===== src/rtl/mss_pkg.sv =====
package mss_pkg;
  typedef enum logic [1:0] {
    ST_IDLE  = 2'd0,
    ST_START = 2'd1,
    ST_WAIT  = 2'd2
  } seq_st_e;
endpackage


===== src/rtl/mss_split.sv =====
module mss_split #(
  parameter int unsigned ADDR_W = 32,
  parameter int unsigned LANE_N = 8,
  parameter int unsigned MAX_B  = 4,
  parameter int unsigned WORD_B = 4,
  localparam int unsigned OFF_W  = $clog2(LANE_N),
  localparam int unsigned WOFF_W = $clog2(WORD_B),
  localparam int unsigned LEN_W  = $clog2(MAX_B),
  localparam int unsigned SZ_W   = $clog2(MAX_B) + 1,
  localparam int unsigned SUM_W  = OFF_W + 1
) (
  input  logic [ADDR_W-1:0] addr_i,
  input  logic [LEN_W-1:0]  len_i,
  input  logic              ext_i,
  output logic [SZ_W-1:0]   size0_o,
  output logic [SZ_W-1:0]   size1_o,
  output logic [ADDR_W-1:0] addr1_o,
  output logic              split_o,
  output logic              fault_o
);
  logic [OFF_W-1:0] off;
  logic [SUM_W-1:0] nbytes, end_pos, head;
  logic [ADDR_W-OFF_W-1:0] dw_next;

  always_comb begin
    off     = addr_i[OFF_W-1:0];
    nbytes  = ext_i ? SUM_W'(WORD_B) : SUM_W'(len_i) + SUM_W'(1);
    end_pos = SUM_W'(off) + nbytes;
    split_o = end_pos > SUM_W'(LANE_N);
    head    = SUM_W'(LANE_N) - SUM_W'(off);
    size0_o = split_o ? SZ_W'(head) : SZ_W'(nbytes);
    size1_o = split_o ? SZ_W'(nbytes - head) : '0;
    dw_next = addr_i[ADDR_W-1:OFF_W] + (ADDR_W-OFF_W)'(1);
    addr1_o = {dw_next, {OFF_W{1'b0}}};
    fault_o = ext_i && (addr_i[WOFF_W-1:0] != '0);
  end
endmodule


===== src/rtl/mss_lanes.sv =====
module mss_lanes #(
  parameter int unsigned LANE_N = 8,
  parameter int unsigned MAX_B  = 4,
  localparam int unsigned OFF_W = $clog2(LANE_N),
  localparam int unsigned SZ_W  = $clog2(MAX_B) + 1,
  localparam int unsigned SUM_W = OFF_W + 1
) (
  input  logic [OFF_W-1:0]  off_i,
  input  logic [SZ_W-1:0]   size_i,
  output logic [LANE_N-1:0] lanes_o
);
  logic [SUM_W-1:0] lim;
  assign lim = SUM_W'(off_i) + SUM_W'(size_i);

  for (genvar i = 0; i < LANE_N; i++) begin : g_lane
    assign lanes_o[i] = (SUM_W'(i) >= SUM_W'(off_i)) && (SUM_W'(i) < lim);
  end
endmodule


===== src/rtl/mss_seq.sv =====
module mss_seq
  import mss_pkg::*;
#(
  parameter int unsigned ADDR_W = 32,
  parameter int unsigned MAX_B  = 4,
  localparam int unsigned SZ_W  = $clog2(MAX_B) + 1
) (
  input  logic              clk_i,
  input  logic              rst_ni,
  input  logic              req_valid_i,
  input  logic              req_write_i,
  input  logic              fault_i,
  input  logic              split_i,
  input  logic [ADDR_W-1:0] addr0_i,
  input  logic [ADDR_W-1:0] addr1_i,
  input  logic [SZ_W-1:0]   size0_i,
  input  logic [SZ_W-1:0]   size1_i,
  input  logic              ack_i,
  input  logic              retry_i,
  output logic              idle_o,
  output logic              ts_o,
  output logic [ADDR_W-1:0] addr_o,
  output logic [SZ_W-1:0]   size_o,
  output logic              write_o,
  output logic              done_o,
  output logic              fault_o
);
  seq_st_e           st_q;
  logic              pc_q, two_q, wr_q, done_q, fault_q;
  logic [ADDR_W-1:0] addr_q [2];
  logic [SZ_W-1:0]   size_q [2];
  logic              fire, last;

  assign idle_o = (st_q == ST_IDLE);
  assign fire   = req_valid_i && idle_o;
  assign last   = pc_q || !two_q;

  always_ff @(posedge clk_i or negedge rst_ni) begin
    if (!rst_ni) begin
      st_q    <= ST_IDLE;
      pc_q    <= 1'b0;
      two_q   <= 1'b0;
      wr_q    <= 1'b0;
      done_q  <= 1'b0;
      fault_q <= 1'b0;
      addr_q  <= '{default: '0};
      size_q  <= '{default: '0};
    end else begin
      done_q  <= 1'b0;
      fault_q <= 1'b0;
      unique case (st_q)
        ST_IDLE: begin
          if (fire) begin
            if (fault_i) begin
              fault_q <= 1'b1;
            end else begin
              addr_q[0] <= addr0_i;
              addr_q[1] <= addr1_i;
              size_q[0] <= size0_i;
              size_q[1] <= size1_i;
              two_q     <= split_i;
              wr_q      <= req_write_i;
              pc_q      <= 1'b0;
              st_q      <= ST_START;
            end
          end
        end
        ST_START: st_q <= ST_WAIT;
        ST_WAIT: begin
          // retry takes priority over acknowledge
          if (retry_i) begin
            st_q <= ST_START;
          end else if (ack_i) begin
            if (last) begin
              st_q   <= ST_IDLE;
              done_q <= 1'b1;
            end else begin
              pc_q <= 1'b1;
              st_q <= ST_START;
            end
          end
        end
        default: st_q <= ST_IDLE;
      endcase
    end
  end

  assign ts_o    = (st_q == ST_START);
  assign addr_o  = addr_q[pc_q];
  assign size_o  = size_q[pc_q];
  assign write_o = wr_q;
  assign done_o  = done_q;
  assign fault_o = fault_q;
endmodule


===== src/rtl/mis_split_seq.sv =====
module mis_split_seq #(
  parameter int unsigned ADDR_W = 32,
  parameter int unsigned LANE_N = 8,
  parameter int unsigned MAX_B  = 4,
  parameter int unsigned WORD_B = 4,
  localparam int unsigned OFF_W = $clog2(LANE_N),
  localparam int unsigned LEN_W = $clog2(MAX_B),
  localparam int unsigned SZ_W  = $clog2(MAX_B) + 1
) (
  input  logic              clk_i,
  input  logic              rst_ni,
  input  logic              req_valid_i,
  input  logic [ADDR_W-1:0] req_addr_i,
  input  logic [LEN_W-1:0]  req_len_i,
  input  logic              req_ext_i,
  input  logic              req_write_i,
  output logic              req_ready_o,
  input  logic              ack_i,
  input  logic              retry_i,
  output logic              ts_o,
  output logic [ADDR_W-1:0] bus_addr_o,
  output logic [SZ_W-1:0]   bus_size_o,
  output logic [LANE_N-1:0] bus_lanes_o,
  output logic              bus_write_o,
  output logic              done_o,
  output logic              fault_o
);
  logic [SZ_W-1:0]   size0, size1;
  logic [ADDR_W-1:0] addr1;
  logic              split, flt;

  mss_split #(
    .ADDR_W(ADDR_W), .LANE_N(LANE_N), .MAX_B(MAX_B), .WORD_B(WORD_B)
  ) u_split (
    .addr_i  (req_addr_i),
    .len_i   (req_len_i),
    .ext_i   (req_ext_i),
    .size0_o (size0),
    .size1_o (size1),
    .addr1_o (addr1),
    .split_o (split),
    .fault_o (flt)
  );

  mss_seq #(
    .ADDR_W(ADDR_W), .MAX_B(MAX_B)
  ) u_seq (
    .clk_i       (clk_i),
    .rst_ni      (rst_ni),
    .req_valid_i (req_valid_i),
    .req_write_i (req_write_i),
    .fault_i     (flt),
    .split_i     (split),
    .addr0_i     (req_addr_i),
    .addr1_i     (addr1),
    .size0_i     (size0),
    .size1_i     (size1),
    .ack_i       (ack_i),
    .retry_i     (retry_i),
    .idle_o      (req_ready_o),
    .ts_o        (ts_o),
    .addr_o      (bus_addr_o),
    .size_o      (bus_size_o),
    .write_o     (bus_write_o),
    .done_o      (done_o),
    .fault_o     (fault_o)
  );

  mss_lanes #(
    .LANE_N(LANE_N), .MAX_B(MAX_B)
  ) u_lanes (
    .off_i   (bus_addr_o[OFF_W-1:0]),
    .size_i  (bus_size_o),
    .lanes_o (bus_lanes_o)
  );
endmodule


===== config.mk =====
export PLATFORM = sky130hd
export DESIGN_NAME = mis_split_seq
export DESIGN_NICKNAME = d
export VERILOG_FILES = /design/src/rtl/mss_pkg.sv /design/src/rtl/mss_split.sv /design/src/rtl/mss_lanes.sv /design/src/rtl/mss_seq.sv /design/src/rtl/mis_split_seq.sv
export SDC_FILE = /design/constraint.sdc
export NUM_CORES = 1
export LEC_CHECK = 0
export CAP_MARGIN = 20
export CORE_UTILIZATION = 51
export CTS_CLUSTER_DIAMETER = 100
export DETAILED_ROUTE_END_ITERATION = 10
export PLACE_DENSITY = 0.91
export SLEW_MARGIN = 20
export SYNTH_ARGS = -nofsm -noshare
export SYNTH_HDL_FRONTEND = slang
export SYNTH_SLANG_ARGS = --single-unit

===== constraint.sdc =====
create_clock -name clk_i -period 4.6 [get_ports clk_i]
set_input_delay 1.38 -clock clk_i [delete_from_list [all_inputs] [get_ports clk_i]]
set_output_delay 1.38 -clock clk_i [all_outputs]
set_load 0.01 [all_outputs]

; Word level (Yosys, flattened, before mapping)
; Index checks and enable logic that the tools add are counted.
[word_totals]
reg_bits = 74
input_bits = 41
out_inout_bits = 48
elab_cells = 88
[classes]
n_addsub = 6
n_lt_le_gt_ge = 17
eq_ne = 8
muxes = 28
n_bitwise = 2
n_reduce_logical = 17
[ops]
columns = operator, count
row1 = two-way mux 32 bit, 3
row2 = "adder 29 x 1 -> 29 bit, second input constant", 1
row3 = two-way mux 3 bit, 6
row4 = "less-than comparator 3 x 4 -> 1 bit, first input constant", 4
row5 = two-way mux 1 bit, 13
row6 = "!= test 2 bit, second input constant", 5
row7 = "greater-or-equal comparator 3 bit, first input constant", 3
row8 = logical AND 1 bit, 9
row9 = "less-than comparator 1 x 4 -> 1 bit, first input constant", 2
row10 = "less-than comparator 2 x 4 -> 1 bit, first input constant", 2
row11 = two-way mux 2 bit, 4
row12 = "greater-or-equal comparator 1 x 3 -> 1 bit, first input constant", 2
row13 = "greater-or-equal comparator 2 x 3 -> 1 bit, first input constant", 2
row14 = case mux 2 bit (3 select lines), 1
row15 = AND reduction 3 bit, 2
row16 = AND reduction 6 bit, 1
row17 = adder 3 x 3 -> 4 bit, 1
row18 = adder 3 x 4 -> 4 bit, 1
row19 = "> comparator 4 bit, second input constant", 1
row20 = nonzero test 2 bit, 2
row21 = "adder 2 x 1 -> 3 bit, second input constant", 1
row22 = "!= test 3 bit, second input constant", 1
row23 = "subtractor 1 x 3 -> 3 bit, first input constant", 1
row24 = subtractor 3 bit, 1
row25 = other kinds (9), 9

; Logic depth before layout (Yosys ltp)
; Gate-level depths: netlist of the first run.
[depth]
word_depth = 7
mapped_depth = 9
depth_no_buf = 8

; Cells and area by module
; A second synthesis of the first run with hierarchy kept.
[hier_totals]
hier_cells = 356
area_unflattened_um2 = 4735.8
[modules_own_cells]
columns = mod, instances, cells_each, area_each_um2, seq_area_each_um2
row1 = mss_seq, 1, 212, 3677.3, 1926.8
row2 = mss_split, 1, 118, 842.1, 0.0
row3 = mss_lanes, 1, 26, 216.5, 0.0

; Worst setup path after synthesis of the first run
; OpenSTA, ideal clock, no wires.
[synth_timing]
kind = flip-flop to output port
start = register u_seq.pc_q
end = output port bus_lanes_o[0]
t_arrival_ns = 2.470
required_time_ns = 3.220
setup_slack_ns = 0.750
path_stages_with_launch = 9
path_cell_list = dfrtp_1 clkbuf_1 clkbuf_1 mux2_2 ha_1 nor2b_1 a21oi_1 nor2_1 a311oi_1
[synth_between]
elab_chain_cells = 7
[synth_lines]
columns = element, line_no
row1 = "start, declared", mss_seq.sv:29  ; logic pc_q, two_q, wr_q, done_q, fault_q;
row2 = "start signal, assigned", mss_seq.sv:41  ; pc_q <= 1'b0;
row3 = "start signal, assigned", mss_seq.sv:63  ; pc_q <= 1'b0;
row4 = "start signal, assigned", mss_seq.sv:78  ; pc_q <= 1'b1;
row5 = inverter 1 -> 2 bit (not written as such), mss_seq.sv:90  ; assign size_o = size_q[pc_q];
row6 = two-way mux 3 bit (not written as such) (3 in series), mss_seq.sv:90
row7 = named net bus_size_o[2], mis_split_seq.sv:22  ; output logic [SZ_W-1:0] bus_size_o,
row8 = adder 3 x 3 -> 4 bit, mss_lanes.sv:13  ; assign lim = SUM_W'(off_i) + SUM_W'(size_i);
row9 = less-than comparator 1 x 4 -> 1 bit, mss_lanes.sv:16  ; assign lanes_o[i] = (SUM_W'(i) >= SUM_W'(off_i)) && (SUM_W'(i) < lim);
row10 = logical AND 1 bit, mss_lanes.sv:16
row11 = "end, declared", mis_split_seq.sv:23  ; output logic [LANE_N-1:0] bus_lanes_o,
; The timed path passes the listed nets, and every way through them passes these cells. The select of a mux whose other input is x is not followed.

; Worst setup path in the final report of the first run
[layout_timing]
start = register u_seq.pc_q
end = output port bus_lanes_o[0]
[layout_between]
elab_chain_cells = 7
[layout_lines]
columns = element, line_no
row1 = inverter 1 -> 2 bit (not written as such) (*), "mss_seq.sv:89, mss_seq.sv:90"
row2 = two-way mux 32 bit (not written as such) / two-way mux 3 bit (equally long branches) (3 in series), "mss_seq.sv:89, mss_seq.sv:90"
row3 = adder 3 x 3 -> 4 bit, mss_lanes.sv:13
row4 = less-than comparator 1 x 4 -> 1 bit, mss_lanes.sv:16
row5 = logical AND 1 bit (*), mss_lanes.sv:16
; Every way passes the cells marked *; elsewhere a longest branch is shown, timed or not. The select of a mux whose other input is x is not followed.

==> metrics, run 1 <==
outcome=completed; most common cell after layout, fill and taps aside=nand2_1; CP Data Required Time=between 3 and 4 ns; top cell type's share of synthesized area=~44%; DR vias/cell=roughly 5.6; # setup viols final=0; register area share after synthesis=44.4%; Mapped Area=4170 um^2; vias in the first global route=between 3,000 and 4,000; Sw Share=between 30% and 40%; Antenna diodes=0; CTS tree=yes; largest net degree at the start of global routing=75; fin nets=approximately 600; P per Cell Area=approximately 660 nW/um^2; Int Pwr=2.28 mW; Leakage=~2.4 nW; IO Pins=between 80 and 90; Design Power=between 3 and 4 mW; die area=roughly 8500 um^2; EDFF count, synth=0; slew at the pin closest to its max-slew limit=around 0.9 ns; HP Class=reg2reg; Max Transition Viols Final=0; share of layout cells above drive strength 1=around 11%; initial core utilization=between 50 and 60%; Antenna Nets Post-Route=0; arrival time at the worst endpoint=between 3 and 4 ns; Avg Inst Size Synth=roughly 8.9 um^2; unrepaired setup endpoints after global routing=no; NetSw=1.29 mW; H-tree depth=3; clock sink count=74; routed wire length=~9800 um; WL met2=roughly 5000 um; post-DP HPWL=~7000 um; row cnt=32; Max IR drop VDD=between 0.3 and 0.4 mV; Total GRT Usage=24.4%; core area=slightly below 8000 um^2; Worst setup SP type=flop; most frequent cells in the layout=nand2_1 (130), clkdlybuf4s50_1 (86), dfrtp_1 (74); post-DR wirelength/cell=between 10 and 15 um; Reg power frac=a little under a third; delay of the slowest cell on the worst path=slightly below 0.6 ns; Clock Tree Root=clkbuf_8; aggregate negative setup slack=0 ns; Max Buffers Root-to-Sink=2; hold-fix buffers at CTS=0; post-route clock period utilization=roughly 96%; Area Growth Syn to Fin=29.0%; R2R depth=4; clk_lat worst skew=0.35 ns; Port Buf Inserts=slightly below 90; Worst Skew=roughly 0.0067 ns; clock transition at the registers of the reported paths=0.07 ns; RD Place Congestion=0.828; max_slew headroom=38.6%; Hold Crit Depth=2; vias=between 3,000 and 4,000; Crit Path Max Fanout=17; # DRC=0; Hold Vio Cnt, Final=0; initial antenna violation count=0; WL met1=between 4000 and 5000 um; Syn Nets=between 500 and 600; Num CTS Buffers=9; Worst Path Class, Setup=reg2out; Synth Instances=468; Die X=a little over 90 um; WL met3=around 390 um; Post-synth ARST share=between 90% and 100%; yosys synthesis warning count=0; Tmin final=around 4.4 ns; Yosys reg bits=74; total grt overflow=0; max cap viols=0; Fmax=227 MHz; violation count after the first detailed-route iteration=176; logic gate share of total power=a little over half; drt pass-1 iters=4; Yosys cell types=40; clock share of power=between 10% and 20%; die height=between 90 and 100 um; global-route wire length before repair=between 15,000 and 20,000 um; Crit-path slowest cell=clkdlybuf4s50_1; largest cells by area after synthesis=dfrtp_1 (44%), nand2_1 (12%), mux2_2 (8.6%), ha_1 (3.0%), o21ai_0 (2.9%); Critical Path End Type=output port; commonest register cell after synthesis=dfrtp_1; critical-path cell list=buf_6 -> mux2_2 -> ha_1 -> nor2b_1 -> a21oi_1 -> nor2_1 -> a311oi_1 -> clkdlybuf4s50_1; area leader, netlist=dfrtp_1; top sig layer=met4
-- worst max-delay path: cells and delay by family (launching register included) --
family,cells,cell delay [ns]
buffers and inverters,2,0.83
adders and majority gates,1,0.31
muxes,1,0.38
DFF,1,0.42
AOI/OAI and AO/OA,2,0.48
and+or+nand+nor,2,0.26
-- state kept, by name, summed over array words and instances, names as in the netlist --
register	cells
u_seq.size_q	6
u_seq.pc_q	1
u_seq.addr_q	61
u_seq.two_q	1
u_seq.write_o	1
u_seq.done_o	1
u_seq.st_q	2
u_seq.fault_o	1
-- power groups by stage --
stage	clock, mW	combinational, mW	sequential, mW
2_1_floorplan	0	1.05	1.07
3_3_place_gp	0	1.85	1.10
4_1_cts	0.548	1.92	1.11
3_5_place_dp	0	1.90	1.12
6_report	0.536	1.92	1.12
5_1_grt	0.578	2.10	1.16
-- what timing repair did --
action,4_1_cts,5_1_grt
resized for setup,1,6
endpoints found under the setup margin,1,4
pin swaps,0,0
setup buffers,0,0
-- layer usage --
layer  up-vias  track usage, %
met2       109            41.4
met5         -               0
met1      1768            29.7
met3        23            3.86
li1       1792               -
met4         0            13.4
-- path summary, 6_finish.rpt --
kind                                   from               end  slack, ns
max reg2reg                   u_seq.st_q[0]        u_seq.pc_q       2.74
max in group asynchronous            rst_ni  u_seq.addr_q[43]       2.76
min reg2reg                u_seq.addr_q[62]  u_seq.addr_q[62]       0.47
min in group asynchronous            rst_ni  u_seq.addr_q[49]       1.25
min                        u_seq.addr_q[62]  u_seq.addr_q[62]       0.47
max                              u_seq.pc_q    bus_lanes_o[0]       0.19
-- cells in the mapped netlist (10+ instances only) --
cell type,count
nand2_1,130
dfrtp_1,74
mux2_2,32
nor2_1,25
o21ai_0,24
clkbuf_1,20
nand3_1,16
a31oi_1,14
inv_1,12
o31ai_1,11
or4_1,11
ha_1,10
xnor2_1,10
-- kinds of logic (layout without fill, tap and decap cells) --
| logic type | Yosys count | in the layout | share of synthesized area [%] |
|---|---|---|---|
| AO/OA/AOI/OAI | 69 | 69 | 10.2 |
| adder cells (fa/ha/maj) | 13 | 13 | 4.44 |
| buffers and inverters | 36 | 123 | 3.30 |
| AND/OR/NAND/NOR | 224 | 224 | 24.8 |
| flip-flops | 74 | 74 | 44.4 |
| multiplexers | 33 | 33 | 8.88 |
| XOR/XNOR | 19 | 19 | 3.99 |
-- stage by stage --
| step | cells | setup slack (ns) | cell area (um^2) | hold slack (ns) | util, % |
|---|---|---|---|---|---|
| CTS | 657 | 0.0608 | 5360 | 0.470 | 68.7 |
| global placement | 641 | 0.501 | 5150 | 0.450 | 65.9 |
| global route | 657 | 0.0309 | 5380 | 0.500 | 68.9 |
| finish | 657 | 0.188 | 5380 | 0.471 | 68.9 |
| floorplan | 468 | 0.750 | 4170 | 0.433 | - |
| detailed placement | 641 | 0.362 | 5150 | 0.454 | 65.9 |
-- cell type report --
type	instances	area, um^2
Fill cell	609	2430
Multi-Input combinational cell	358	2210
Sequential cell	74	1850
Timing Repair Buffer	95	935
Clock buffer	11	131
Tap cell	102	128
Clock inverter	5	78.8
Inverter	12	45.0
No activity file was read; power rests on OpenSTA's default activity.
==> inputs of run 2 (changes only) <==
--- a/config.mk
+++ b/config.mk
@@ -6,6 +6,8 @@
 export NUM_CORES = 1
 export LEC_CHECK = 0
 export CAP_MARGIN = 20
+export CORE_ASPECT_RATIO = 2
+export CORE_MARGIN = 1.5
 export CORE_UTILIZATION = 51
 export CTS_CLUSTER_DIAMETER = 100
 export DETAILED_ROUTE_END_ITERATION = 10
==> run 2 against run 1 <==
Net effect: maximum frequency decreased by 3.4%; largest cell class unchanged; routed wire length rose by 14%; non-clock buffer count decreased by 1; largest power group unchanged; cell area grew 1.0%; via count increased by 2.3%; worst setup slack got worse by 0.15 ns; count of clock-buffer cells in the layout is 2 higher; sequential power about the same; die area increased by 2.6%; worst hold slack better by 0.0029 ns.
==> metrics, run 2 (synthesized netlist as in run 1, its figures left out) <==
Max Buffers Root-to-Sink=2; Reg power frac=~30%; vias in the first global route=~3,800; # setup viols final=0; clock sink count=74; total grt overflow=0; vias=approximately 3,800; row cnt=46; Fillers=~610; die area=~8800 um^2; Design Power=3.77 mW; Worst Skew=0.00218 ns; slew at the pin closest to its max-slew limit=between 0.9 and 1 ns; arrival time at the worst endpoint=~3.2 ns; Crit Path Max Fanout=27; logic gate share of total power=a little over half; global-route wire length before repair=about 17,000 um; most common cell after layout, fill and taps aside=nand2_1; Max IR drop VDD=0.356 mV; largest reg by FF count=u_seq.addr_q; die height=131 um; Worst setup SP type=flop; Tmin final=about 4.6 ns; fin nets=603; CP Data Required Time=3.22 ns; initial core utilization=a little over half; Total GRT Usage=26.3%; worst slack, placed=around 0.25 ns; Hold Crit Depth=2; H-tree depth=3; P per Cell Area=between 600 and 700 nW/um^2; core area=7940 um^2; R2R Path End=u_seq.addr_q[31]; Leakage=2.39 nW; hold worst-path end=u_seq.addr_q[59]; Port Buf Inserts=between 80 and 90; # DRC=0; max FFs per register=between 60 and 70; max cap viols=0; RD Place Congestion=~0.9; Die X=around 67 um; clk_lat worst skew=between 0.3 and 0.4 ns; Critical Path End Type=output port; HP Class=reg2reg; unrepaired setup endpoints after global routing=no; Clock Tree Root=clkbuf_16; Antenna diodes=0; Int Pwr=approximately 2.4 mW; Hold Vio Cnt, Final=0; Worst Path Class, Setup=reg2out; max_slew headroom=between 30% and 40%; clock share of power=16.6%; routed wire length=~11,000 um; Worst Hold Launch=u_seq.addr_q[59]; most frequent cells in the layout=nand2_1 (130), clkdlybuf4s50_1 (86), dfrtp_1 (73); DR vias/cell=5.84; Max Transition Viols Final=0; PnR worst setup slack=0.0348 ns; R2R depth=5; clock transition at the registers of the reported paths=0.05 ns; outcome=completed; post-route clock period utilization=between 90% and 100%; share of layout cells above drive strength 1=a little over a tenth; post-DR wirelength/cell=between 15 and 20 um; Fmax=around 220 MHz; IO Pins=around 90; FF-to-FF setup slack=2.63 ns; aggregate negative setup slack=0 ns; Area Growth Syn to Fin=30.3%; hold-fix buffers at CTS=0; largest net degree at the start of global routing=75; Antenna Nets Post-Route=0; initial antenna violation count=0; Num CTS Buffers=9; post-DP HPWL=between 8000 and 9000 um; largest registers=u_seq.addr_q (61), u_seq.size_q (6), u_seq.st_q (2); CTS tree=yes; NetSw=1.39 mW; violation count after the first detailed-route iteration=around 250; FF-to-FF Start=u_seq.st_q[0]; drt pass-1 iters=4; Sw Share=between 30% and 40%
run 2: cell types whose count changed in the layout (fill, tap and decap cells not counted), sizes merged:
cell    previous run  this run
clkinv             3         0
clkbuf            11        13
buf                8         7
bufinv             2         0
run 2: critical path, stage by stage, from the launching register on:
cell             delay, ns
dfrtp_2               0.46
buf_12                0.22
mux2_2                0.38
ha_1                  0.33
nor2b_2               0.20
a21oi_2               0.19
o21ai_0               0.16
a211oi_1              0.31
clkdlybuf4s50_1       0.60
run 2: worst max path at each step:
stage	start	cells after the start	to
4_1_cts	u_seq.pc_q	8	bus_lanes_o[4]
3_5_place_dp	u_seq.pc_q	8	bus_lanes_o[4]
2_1_floorplan	u_seq.pc_q	8	bus_lanes_o[0]
6_report	u_seq.pc_q	8	bus_lanes_o[4]
3_3_place_gp	u_seq.pc_q	8	bus_lanes_o[0]
5_1_grt	u_seq.pc_q	9	bus_lanes_o[4]
run 2: power by group through the flow:
stage | combinational (mW) | clock (mW) | sequential, mW
after floorplan | 1.05 | 0 | 1.07
final | 2.02 | 0.624 | 1.13
after CTS | 1.97 | 0.631 | 1.12
after detailed placement | 1.95 | 0 | 1.13
after global routing | 2.16 | 0.664 | 1.16
after global placement | 1.84 | 0 | 1.11
run 2: what timing repair did:
item | 4_1_cts | 5_1_grt
setup endpoints to repair | 4 | 6
gates resized for setup | 2 | 8
pin swaps | 0 | 0
buffers inserted | 0 | 0
gates cloned | 0 | 0
run 2: layer usage:
layer,global-route usage (%),vias to the layer above,share of wire [%]
li1,-,1786,-
met1,27.1,1801,36
met2,48.3,152,56
met3,4.71,39,4.2
met4,15.0,0,3.9
met5,0,-,0
run 2: layout make-up:
type / instances / area (um^2) / area share, %
repair buffers: 94 / 948 / 17.4
multi-input cells: 358 / 2210 / 40.6
clock buffers: 13 / 260 / 4.79
well taps: 96 / 120 / 2.21
inverters: 12 / 45.0 / 0.829
flip-flops and latches: 74 / 1850 / 34.1
run 2: through the flow:
| step | util, % | instance area, um^2 | cells | hold WS [ns] |
|---|---|---|---|---|
| 2_1_floorplan | - | 4170 | 468 | 0.433 |
| 3_3_place_gp | 64.8 | 5150 | 634 | 0.450 |
| 3_5_place_dp | 64.8 | 5150 | 634 | 0.459 |
| 4_1_cts | 68.1 | 5410 | 647 | 0.474 |
| 5_1_grt | 68.4 | 5440 | 647 | 0.489 |
| 6_report | 68.4 | 5440 | 647 | 0.474 |
==> inputs of run 3 (changes only) <==
--- a/config.mk
+++ b/config.mk
@@ -8,10 +8,10 @@
 export CAP_MARGIN = 20
 export CORE_ASPECT_RATIO = 2
 export CORE_MARGIN = 1.5
-export CORE_UTILIZATION = 51
+export CORE_UTILIZATION = 55
 export CTS_CLUSTER_DIAMETER = 100
 export DETAILED_ROUTE_END_ITERATION = 10
-export PLACE_DENSITY = 0.91
+export PLACE_DENSITY = 0.95
 export SLEW_MARGIN = 20
 export SYNTH_ARGS = -nofsm -noshare
 export SYNTH_HDL_FRONTEND = slang
==> constraint.sdc (replaced) <==
create_clock -name clk_i -period 5.4 [get_ports clk_i]
set_input_delay 1.62 -clock clk_i [delete_from_list [all_inputs] [get_ports clk_i]]
set_output_delay 1.62 -clock clk_i [all_outputs]
set_load 0.01 [all_outputs]
==> run 3 against run 2 <==
Net effect: non-clock buffer count decreased by 1; count of clock-buffer cells in the layout unchanged; sequential share of layout area increased by 0.25 points; power decreased by 16%; first-iteration DRC count decreased by 23%; worst hold slack got worse by 0.0043 ns; routed wire length decreased by 2.9%; critical endpoint is now bus_lanes_o[2]; sequential power decreased by 14%; global-route usage increased by 2.4 points; highest routed layer unchanged; via count decreased by 0.69%; combinational power decreased by 19%.
==> metrics, run 3 (synthesized netlist as in run 1, its figures left out) <==
HP Class=reg2reg; post-DR wirelength/cell=16.7 um; largest registers=u_seq.addr_q (61), u_seq.size_q (6), u_seq.st_q (2); hold-fix buffers at CTS=0; PnR worst setup slack=around 0.23 ns; Worst Skew=~0.0075 ns; NetSw=1.15 mW; Antenna Nets Post-Route=0; Critical Path End Type=output port; vias in the first global route=about 3,900; clk_lat worst skew=about 0.34 ns; Antenna diodes=0; worst slack, placed=around 0.69 ns; Port Buf Inserts=between 80 and 90; Max Buffers Root-to-Sink=2; max cap viols=0; Sw Share=36.3%; max FFs per register=61; logic gate share of total power=around half; Worst Path Class, Setup=reg2out; register area=between 1500 and 2000 um^2; Max IR drop VDD=approximately 0.38 mV; Fillers=509; clock transition at the registers of the reported paths=0.05 ns; row cnt=44; Num CTS Buffers=9; core area=7320 um^2; dpl cell area=5120 um^2; Tmin final=between 5 and 6 ns; Util after Layout=73.7%; setup bufs post-CTS=0; Design Power=3.15 mW; post-DP HPWL=7920 um; die area=between 8000 and 9000 um^2; initial antenna violation count=0; vias=between 3,000 and 4,000; R2R Path End=u_seq.addr_q[23]; max_slew headroom=approximately two fifths; DR vias/cell=a little under 6; Leakage=2.37 nW; CTS resizes=0; post-route cell area=about 5400 um^2; drt pass-1 iters=5; Worst setup SP type=flop; multi-input logic area=~2200 um^2; Reg power frac=around 31%; largest reg by FF count=u_seq.addr_q; slew at the pin closest to its max-slew limit=0.903 ns; violation count after the first detailed-route iteration=196; outcome=completed; CTS tree=yes; Hold Crit Depth=2; R2R depth=5; total grt overflow=0; Area Growth Syn to Fin=29.3%; FF-to-FF setup slack=approximately 3.2 ns; P per Cell Area=a little under 600 nW/um^2; Worst Hold Launch=u_seq.addr_q[47]; die height=around 130 um; clock share of power=~17%; # setup viols final=0; Crit Path Max Fanout=25; share of layout cells above drive strength 1=under 10%; most frequent cells in the layout=nand2_1 (130), clkdlybuf4s50_1 (87), dfrtp_1 (74); initial core utilization=between 50% and 60%; CP Data Required Time=~3.8 ns; FF-to-FF Start=u_seq.st_q[0]; largest net degree at the start of global routing=42; Fmax=between 150 and 200 MHz; global-route wire length before repair=17,800 um; arrival time at the worst endpoint=3.55 ns; most common cell after layout, fill and taps aside=nand2_1; fin nets=approximately 600; Hold Vio Cnt, Final=0; Die X=64.6 um; aggregate negative setup slack=0 ns; routed wire length=about 11,000 um; IO Pins=about 90; Int Pwr=roughly 2 mW; # DRC=0; Total GRT Usage=between 20% and 30%; RD Place Congestion=between 0.9 and 1; Clock Tree Root=clkbuf_16; hold worst-path end=u_seq.addr_q[47]; post-route clock period utilization=between 90% and 100%; clock sink count=between 70 and 80; unrepaired setup endpoints after global routing=no; H-tree depth=3; Max Transition Viols Final=0
==> run 3: how the worst max path moves through the flow <==
stage	from	endpoint	slack, ns	depth (start not counted)
after floorplan	u_seq.pc_q	bus_lanes_o[0]	1.31	8
after global placement	u_seq.pc_q	bus_lanes_o[0]	0.83	8
after detailed placement	u_seq.pc_q	bus_lanes_o[2]	0.69	8
after CTS	u_seq.pc_q	bus_lanes_o[2]	0.31	8
after global routing	u_seq.pc_q	bus_lanes_o[4]	0.12	8
final	u_seq.pc_q	bus_lanes_o[2]	0.23	8
==> run 3: layer usage <==
layer / track usage, % / up-vias / routed length (um) / share of wire (%)
li1: - / 1786 / - / -
met1: 28.2 / 1774 / 3760 / 35
met2: 52.8 / 153 / 5950 / 55
met3: 5.71 / 39 / 589 / 5.5
met4: 18.1 / 0 / 461 / 4.3
met5: 0 / - / 0 / 0
==> run 3: power by group through the flow <==
stage | combinational [mW] | sequential [mW] | clock [mW]
floorplan | 0.896 | 0.913 | 0
global placement | 1.55 | 0.952 | 0
detailed placement | 1.62 | 0.973 | 0
CTS | 1.63 | 0.966 | 0.556
global route | 1.77 | 1.00 | 0.580
finish | 1.64 | 0.970 | 0.548
==> run 3: layout make-up <==
cell class                      instances  area share [%]
Sequential cell                        74            34.3
Timing Repair Buffer                   93            16.9
Multi-Input combinational cell        358            40.7
Tap cell                               92            2.13
Inverter                               12           0.835
Clock buffer                           13            4.82
Clock inverter                          2           0.232
==> run 3: metrics by stage <==
step,std cells,hold WS (ns)
final,644,0.470
after global routing,644,0.489
after CTS,644,0.474
after detailed placement,629,0.460
after global placement,629,0.449
after floorplan,468,0.433
==> run 3: worst max-delay path, stage by stage, from the launching register on <==
cell and delay, ns:
dfrtp_1 0.67, buf_4 0.43, mux2_2 0.40, ha_1 0.31
nor2b_1 0.17, a21oi_1 0.20, nor2_1 0.12, a221oi_1 0.31
clkdlybuf4s50_1 0.60
